## src/rtl/pause_pkg.sv

```systemverilog
package pause_pkg;
  typedef enum logic {
    CLS_PRIO   = 1'b0,
    CLS_GLOBAL = 1'b1
  } frame_cls_e;
endpackage

```

## src/rtl/pause_chan_timer.sv

```systemverilog
module pause_chan_timer #(
  parameter int TW = 16
) (
  input  logic          clk,
  input  logic          rst_n,
  input  logic          eff_i,
  input  logic [TW-1:0] refresh_i,
  input  logic          resend_i,
  input  logic          take_on_i,
  input  logic          take_off_i,
  input  logic          accept_i,
  output logic          pend_on_o,
  output logic          pend_off_o,
  output logic          running_o
);
  logic          eff_q, covered_q, hold_q, pend_on_q, pend_off_q;
  logic [TW-1:0] tmr_q;
  logic          rise, fall, idle_run, expire;

  assign rise     = eff_i & ~eff_q;
  assign fall     = ~eff_i & eff_q;
  assign idle_run = covered_q & eff_i & ~hold_q;
  assign expire   = idle_run & (tmr_q == '0);

  always_ff @(posedge clk) begin
    if (!rst_n) begin
      eff_q      <= 1'b0;
      covered_q  <= 1'b0;
      hold_q     <= 1'b0;
      pend_on_q  <= 1'b0;
      pend_off_q <= 1'b0;
      tmr_q      <= '0;
    end else begin
      eff_q <= eff_i;
      // timer: forced zero, reload on accept, or count down
      if (resend_i)
        tmr_q <= '0;
      else if (accept_i && hold_q)
        tmr_q <= refresh_i;
      else if (idle_run && (tmr_q != '0))
        tmr_q <= tmr_q - 1'b1;
      if (accept_i) hold_q <= 1'b0;
      // quanta work
      if (take_on_i) begin
        pend_on_q <= 1'b0;
        covered_q <= 1'b1;
        hold_q    <= 1'b1;
      end else if (expire) begin
        pend_on_q <= 1'b1;
      end
      if (rise) pend_on_q <= 1'b1;
      // cancel work
      if (take_off_i) pend_off_q <= 1'b0;
      if (fall) begin
        pend_on_q <= 1'b0;
        if (covered_q) begin
          pend_off_q <= 1'b1;
          covered_q  <= 1'b0;
        end
      end
    end
  end

  assign pend_on_o  = pend_on_q & eff_i;
  assign pend_off_o = pend_off_q;
  assign running_o  = idle_run;

  AST_TAKE_ONLY_ACTIVE: assert property (@(posedge clk) disable iff (!rst_n)
    take_on_i |-> eff_i);
  AST_DROP_CANCELS: assert property (@(posedge clk) disable iff (!rst_n)
    (fall && covered_q && !take_off_i) |=> pend_off_o);
endmodule

```

## src/rtl/pause_frame_sel.sv

```systemverilog
module pause_frame_sel
  import pause_pkg::*;
#(
  parameter int NPRIO = 8
) (
  input  logic [NPRIO:0] on_i,
  input  logic [NPRIO:0] off_i,
  input  logic [NPRIO:0] run_i,
  output logic [NPRIO:0] sel_on_o,
  output logic [NPRIO:0] sel_off_o,
  output frame_cls_e     cls_o,
  output logic           any_o
);
  localparam int GIDX = NPRIO;
  logic [NPRIO-1:0] p_on;

  always_comb begin
    sel_on_o  = '0;
    sel_off_o = '0;
    p_on      = on_i[NPRIO-1:0];
    if (on_i[GIDX] || off_i[GIDX]) begin
      cls_o           = CLS_GLOBAL;
      sel_on_o[GIDX]  = on_i[GIDX];
      sel_off_o[GIDX] = off_i[GIDX];
    end else begin
      cls_o = CLS_PRIO;
      if (|p_on) p_on = p_on | run_i[NPRIO-1:0];
      sel_on_o[NPRIO-1:0]  = p_on;
      sel_off_o[NPRIO-1:0] = off_i[NPRIO-1:0];
    end
    any_o = |(sel_on_o | sel_off_o);
  end
endmodule

```

## src/rtl/pause_sched.sv

```systemverilog
module pause_sched
  import pause_pkg::*;
#(
  parameter int NPRIO = 8,
  parameter int TW    = 16
) (
  input  logic                     clk,
  input  logic                     rst_n,
  input  logic [NPRIO:0]           pause_req_i,
  input  logic [NPRIO:0]           pause_en_i,
  input  logic [(NPRIO+1)*TW-1:0]  refresh_i,
  input  logic                     resend_i,
  input  logic                     pkt_busy_i,
  output logic                     frm_valid_o,
  input  logic                     frm_ready_i,
  output logic [NPRIO:0]           frm_mask_o,
  output logic [NPRIO:0]           frm_zero_o,
  output logic                     mix_err_o
);
  localparam int CH   = NPRIO + 1;
  localparam int GIDX = NPRIO;

  logic [CH-1:0] act, eff, on, off, run, sel_on, sel_off;
  logic          any, launch, accept, err_q, valid_q;
  logic [CH-1:0] mask_q, zero_q;
  frame_cls_e    cls, cls_q;

  assign act = pause_req_i & pause_en_i;
  // global wins: priorities count as inactive while global is active
  assign eff = {act[GIDX], act[NPRIO-1:0] & {NPRIO{~act[GIDX]}}};

  assign accept = valid_q & frm_ready_i;
  assign launch = ~valid_q & ~pkt_busy_i & any;

  for (genvar c = 0; c < CH; c++) begin : g_ch
    pause_chan_timer #(.TW(TW)) u_tmr (
      .clk        (clk),
      .rst_n      (rst_n),
      .eff_i      (eff[c]),
      .refresh_i  (refresh_i[c*TW +: TW]),
      .resend_i   (resend_i),
      .take_on_i  (launch & sel_on[c]),
      .take_off_i (launch & sel_off[c]),
      .accept_i   (accept),
      .pend_on_o  (on[c]),
      .pend_off_o (off[c]),
      .running_o  (run[c])
    );
  end

  pause_frame_sel #(.NPRIO(NPRIO)) u_sel (
    .on_i      (on),
    .off_i     (off),
    .run_i     (run),
    .sel_on_o  (sel_on),
    .sel_off_o (sel_off),
    .cls_o     (cls),
    .any_o     (any)
  );

  always_ff @(posedge clk) begin
    if (!rst_n) begin
      valid_q <= 1'b0;
      mask_q  <= '0;
      zero_q  <= '0;
      cls_q   <= CLS_PRIO;
      err_q   <= 1'b0;
    end else begin
      if (launch) begin
        valid_q <= 1'b1;
        mask_q  <= sel_on | sel_off;
        zero_q  <= sel_off;
        cls_q   <= cls;
      end else if (accept) begin
        valid_q <= 1'b0;
      end
      if (act[GIDX] && (|act[NPRIO-1:0])) err_q <= 1'b1;
    end
  end

  assign frm_valid_o = valid_q;
  assign frm_mask_o  = mask_q;
  assign frm_zero_o  = zero_q;
  assign mix_err_o   = err_q;

  AST_VALID_HOLD: assert property (@(posedge clk) disable iff (!rst_n)
    (frm_valid_o && !frm_ready_i) |=> (frm_valid_o && $stable(frm_mask_o) && $stable(frm_zero_o)));
  AST_ZERO_IN_MASK: assert property (@(posedge clk) disable iff (!rst_n)
    frm_valid_o |-> (((frm_zero_o & ~frm_mask_o) == '0) && (frm_mask_o != '0)));
  AST_CLASS_EXCL: assert property (@(posedge clk) disable iff (!rst_n)
    frm_valid_o |-> !(frm_mask_o[GIDX] && (|frm_mask_o[NPRIO-1:0])));
  AST_CLASS_MATCH: assert property (@(posedge clk) disable iff (!rst_n)
    frm_valid_o |-> ((cls_q == CLS_GLOBAL) == frm_mask_o[GIDX]));
  AST_NO_LAUNCH_BUSY: assert property (@(posedge clk) disable iff (!rst_n)
    (!frm_valid_o && pkt_busy_i) |=> !frm_valid_o);
  AST_ERR_SET: assert property (@(posedge clk) disable iff (!rst_n)
    (act[GIDX] && (|act[NPRIO-1:0])) |=> mix_err_o);
  AST_ERR_STICKY: assert property (@(posedge clk) disable iff (!rst_n)
    mix_err_o |=> mix_err_o);
endmodule

```

## config.mk

```make
export PLATFORM = sky130hd
export DESIGN_NAME = pause_sched
export DESIGN_NICKNAME = d
export VERILOG_FILES = /design/src/rtl/pause_pkg.sv /design/src/rtl/pause_chan_timer.sv /design/src/rtl/pause_frame_sel.sv /design/src/rtl/pause_sched.sv
export SDC_FILE = /design/constraint.sdc
export NUM_CORES = 1
export LEC_CHECK = 0
export ABC_AREA = 1
export CAP_MARGIN = 0
export CORE_ASPECT_RATIO = 2
export CORE_UTILIZATION = 50
export CTS_CLUSTER_DIAMETER = 60
export DETAILED_ROUTE_END_ITERATION = 10
export PLACE_DENSITY = 0.73
export SYNTH_ARGS = -nofsm -noshare
export SYNTH_HDL_FRONTEND = slang
export SYNTH_HIERARCHICAL = 1
export SYNTH_SLANG_ARGS = --single-unit
export TNS_END_PERCENT = 50
```

## constraint.sdc

```tcl
create_clock -name clk -period 2.75 [get_ports clk]
set_input_delay 0.55 -clock clk [delete_from_list [all_inputs] [get_ports clk]]
set_output_delay 0.55 -clock clk [all_outputs]
set_load 0.005 [all_outputs]
```

==> impl_results.md <==
- Status: complete, no violations
- DRC Markers: 0
- Seq/Total Area, Yosys: 0.2930
- RePlAce Congestion: 0.9088
- Top sig layer: met4
- RSZ-0062 raised after global routing: no
- Total design power: 0.006939 W
- Worst hold path type: reg -> reg
- Slew HR: 0.4619
- CP Class: in -> reg
- Pin count of the biggest net entering global routing: 38
- Worst Tran Pin Value: 0.8063 ns
- Vias per cell: 5.067
- Clock-pin slew on the worst setup and hold paths: 0.07 ns
- Seq cells post-synth: 209
- Diode count: 0
- GRT Overall Usage: 0.2711
- Setup TNS: 0 ns
- Total CTS buffers: 22
- Area delta synth->final: 24.70%
- First-pass GRT wire length: 65430 um
- Worst setup margin: 0.1930 ns
- CP max stage cell: clkdlybuf4s50_1
- Crit path time final: 2.557 ns
- CTS root buffer: clkbuf_16
- Switching share of power: 0.2252
- Clock Sink Count: 209
- Storage cell area: 0.004184 mm2
- Iter 0 DRT Violations: 779
- Crit path capture type: flip-flop
- Vias: 15740
- Max-slew violations: 0
- Syn Std Cell Area: 0.01428 mm2
- Pre-Repair DR Iteration Count: 5
- Tcrit/Tclk final: 0.9298
- Yosys cell types: 30
- Most common cell after layout, fill and taps aside: nand2_1
- CP Data Arrival Time: 3.01 ns
- DP Worst Slack: -0.4194 ns
- Drt total wl: 39790 um
- Max Fclk: 391.1 MHz
- Multi-input gate area: 0.008508 mm2
- CTS H-Tree Depth: 1
- Row count: 87
- Post-DRT Antenna Nets: 0
- Post-Layout Cell Count: 3107
- Detail Placement HPWL: 30040 um
- Core area: 0.02808 mm2
- Sequential power share: 0.440
- Clk Latency, worst-skew pair: 0.53 ns
- Syn Area/Cell: 5.739 um2
- Met1 WL: 15160 um
- Met2 Wirelength: 21390 um
- CP required: 3.20 ns
- Vias in the first global route: 14970
- Clock network fraction of total power: 0.491
- Pint: 0.005376 W
- Die Wd: 121.5 um
- Number of max-cap violations: 0
- Worst setup SP type: input pin
- Fill count: 2739
- Combinational share of power: 0.070
- Mapped Cells: 2488
- Ys Warns: 6
- TritonCTS clock tree: built
- Placed insts: 3065
- Die height: 241.0 um
- Hold slack: 0.4758 ns
- Critical path fanouts, max: 11
- Worst vdd ir: 0.0005007 V
- Syn nets: 2664
- Layout cell share with drive strength beyond 1: 0.1018
- Fin Clk Skew: 0.01455 ns
- Io pins: 187
- Hold Vio Cnt, Final: 0
- Routed wire per std cell: 12.81 um
- Final setup viols: 0
- DIE AREA: 0.02928 mm2
- Slowest stage delay, CP: 0.45 ns
- PD cells: 389.7 mW/mm2
- Critical-path cell list: clkdlybuf4s50_1 -> nand2_1 -> inv_4 -> nor2_1 -> buf_4 -> inv_1 -> nor3_4 -> inv_1 -> nand2_1 -> o31ai_1 -> nand3_2 -> nand2_4 -> nor2_1 -> a21oi_1 -> nand3_1 -> a21oi_1
- Leak: 8.844 nW
- Layout net count: 2911
- Clock Path Buffers: 3
- Starting Density: 0.5084
- Total gr overflow: 0
- Sw power: 0.001563 W
- # port buffers: 186
- Routed wire length on met3: 1433 um
- Initial antenna violation count: 0
- Most frequent cells in the layout: nand2_1, nor2_1, inv_1
==> cell families (layout without fill, tap and decap cells) <==
family / count (synthesis) / count (layout) / synth area share
AOI/OAI and AO/OA: 347 / 347 / 0.1307
DFF: 209 / 209 / 0.2930
adders and majority gates: 9 / 9 / 0.007887
and+or+nand+nor: 1530 / 1531 / 0.4557
buffers and inverters: 393 / 655 / 0.1126
==> power groups by stage <==
stage               clock (W)  combinational (W)  sequential, W
floorplan                   0           0.000144        0.00312
global placement            0           0.000470        0.00312
detailed placement          0           0.000476        0.00312
CTS                   0.00350           0.000479        0.00305
global route          0.00359           0.000523        0.00305
finish                0.00341           0.000484        0.00305
==> worst paths after layout <==
| check | to | cells past startpoint | slack [ns] | start |
|---|---|---|---|---|
| max reg2reg | g_ch[1].u_tmr/pend_on_q | 10 | 0.68 | g_ch[0].u_tmr/covered_q |
| min | mix_err_o | 2 | 0.48 | mix_err_o |
| min reg2reg | mix_err_o | 2 | 0.48 | mix_err_o |
| max | g_ch[1].u_tmr/pend_on_q | 16 | 0.19 | pause_req_i[8] |
==> per-stage QoR <==
step | area (um2) | util
3_5_place_dp | 16950 | 0.6035
2_1_floorplan | 14280 | -
6_report | 17810 | 0.6340
5_1_grt | 17810 | 0.6340
3_3_place_gp | 16950 | 0.6035
4_1_cts | 17770 | 0.6329
==> per-layer routing <==
metal	vias to the layer above	track usage
met5	-	0
met4	0	0.1474
met3	120	0.03025
met2	374	0.5339
met1	7067	0.2682
li1	8183	-
==> what timing repair did <==
action | CTS | global route
buffers inserted | 0 | 1
hold buffers | 0 | 0
resized for setup | 0 | 4
endpoints found under the setup margin | 0 | 33
==> state kept, by name, summed over array words and instances, names as in the netlist <==
signal	flops
g_ch.u_tmr/tmr_q	144
frm_zero_o	9
g_ch.u_tmr/pend_on_q	9
g_ch.u_tmr/eff_q	9
frm_valid_o	1
g_ch.u_tmr/covered_q	9
g_ch.u_tmr/hold_q	9
g_ch.u_tmr/pend_off_o	9
mix_err_o	1
frm_mask_o	9
==> cell usage after synthesis <==
cell type	number	area, um2
o21ai_1	74	370.4
buf_12	1	20.02
o21ai_0	111	555.5
nor2_1	561	2106
a211oi_1	9	67.56
buf_2	23	115.1
dfxtp_1	209	4184
nor3_4	9	146.4
nor2_2	47	294.0
inv_6	1	8.760
ha_1	9	112.6
buf_6	10	112.6
nand2_4	19	214.0
a21oi_1	115	575.6
nand2_2	42	262.8
or2_1	2	12.51
clkinv_1	9	33.78
a21oi_2	10	87.58
o31ai_1	1	7.510
inv_1	319	1197
clkbuf_1	18	67.56
nor2_4	10	112.6
nand2_1	690	2590
nor3b_1	3	22.52
o21bai_1	9	67.56
nor4_1	9	56.30
o21a_1	18	135.1
buf_4	2	15.01
inv_2	10	37.54
nand3_1	138	690.7
==> area by class of cell <==
class,instances,share of cell area
inverters,339,0.07189
well taps,356,0.02502
multi-input cells,1887,0.4778
clock inverters,12,0.01019
repair buffers,276,0.1439
flip-flops and latches,209,0.2350
clock buffers,28,0.03619
==> worst max-delay path, delay by kind of cell <==
| family | cells | cell delay, ns |
|---|---|---|
| buffers and inverters | 5 | 0.90 |
| AND/OR/NAND/NOR | 8 | 0.86 |
| AO/OA/AOI/OAI | 3 | 0.69 |
Power figures use the tool's default switching activity.
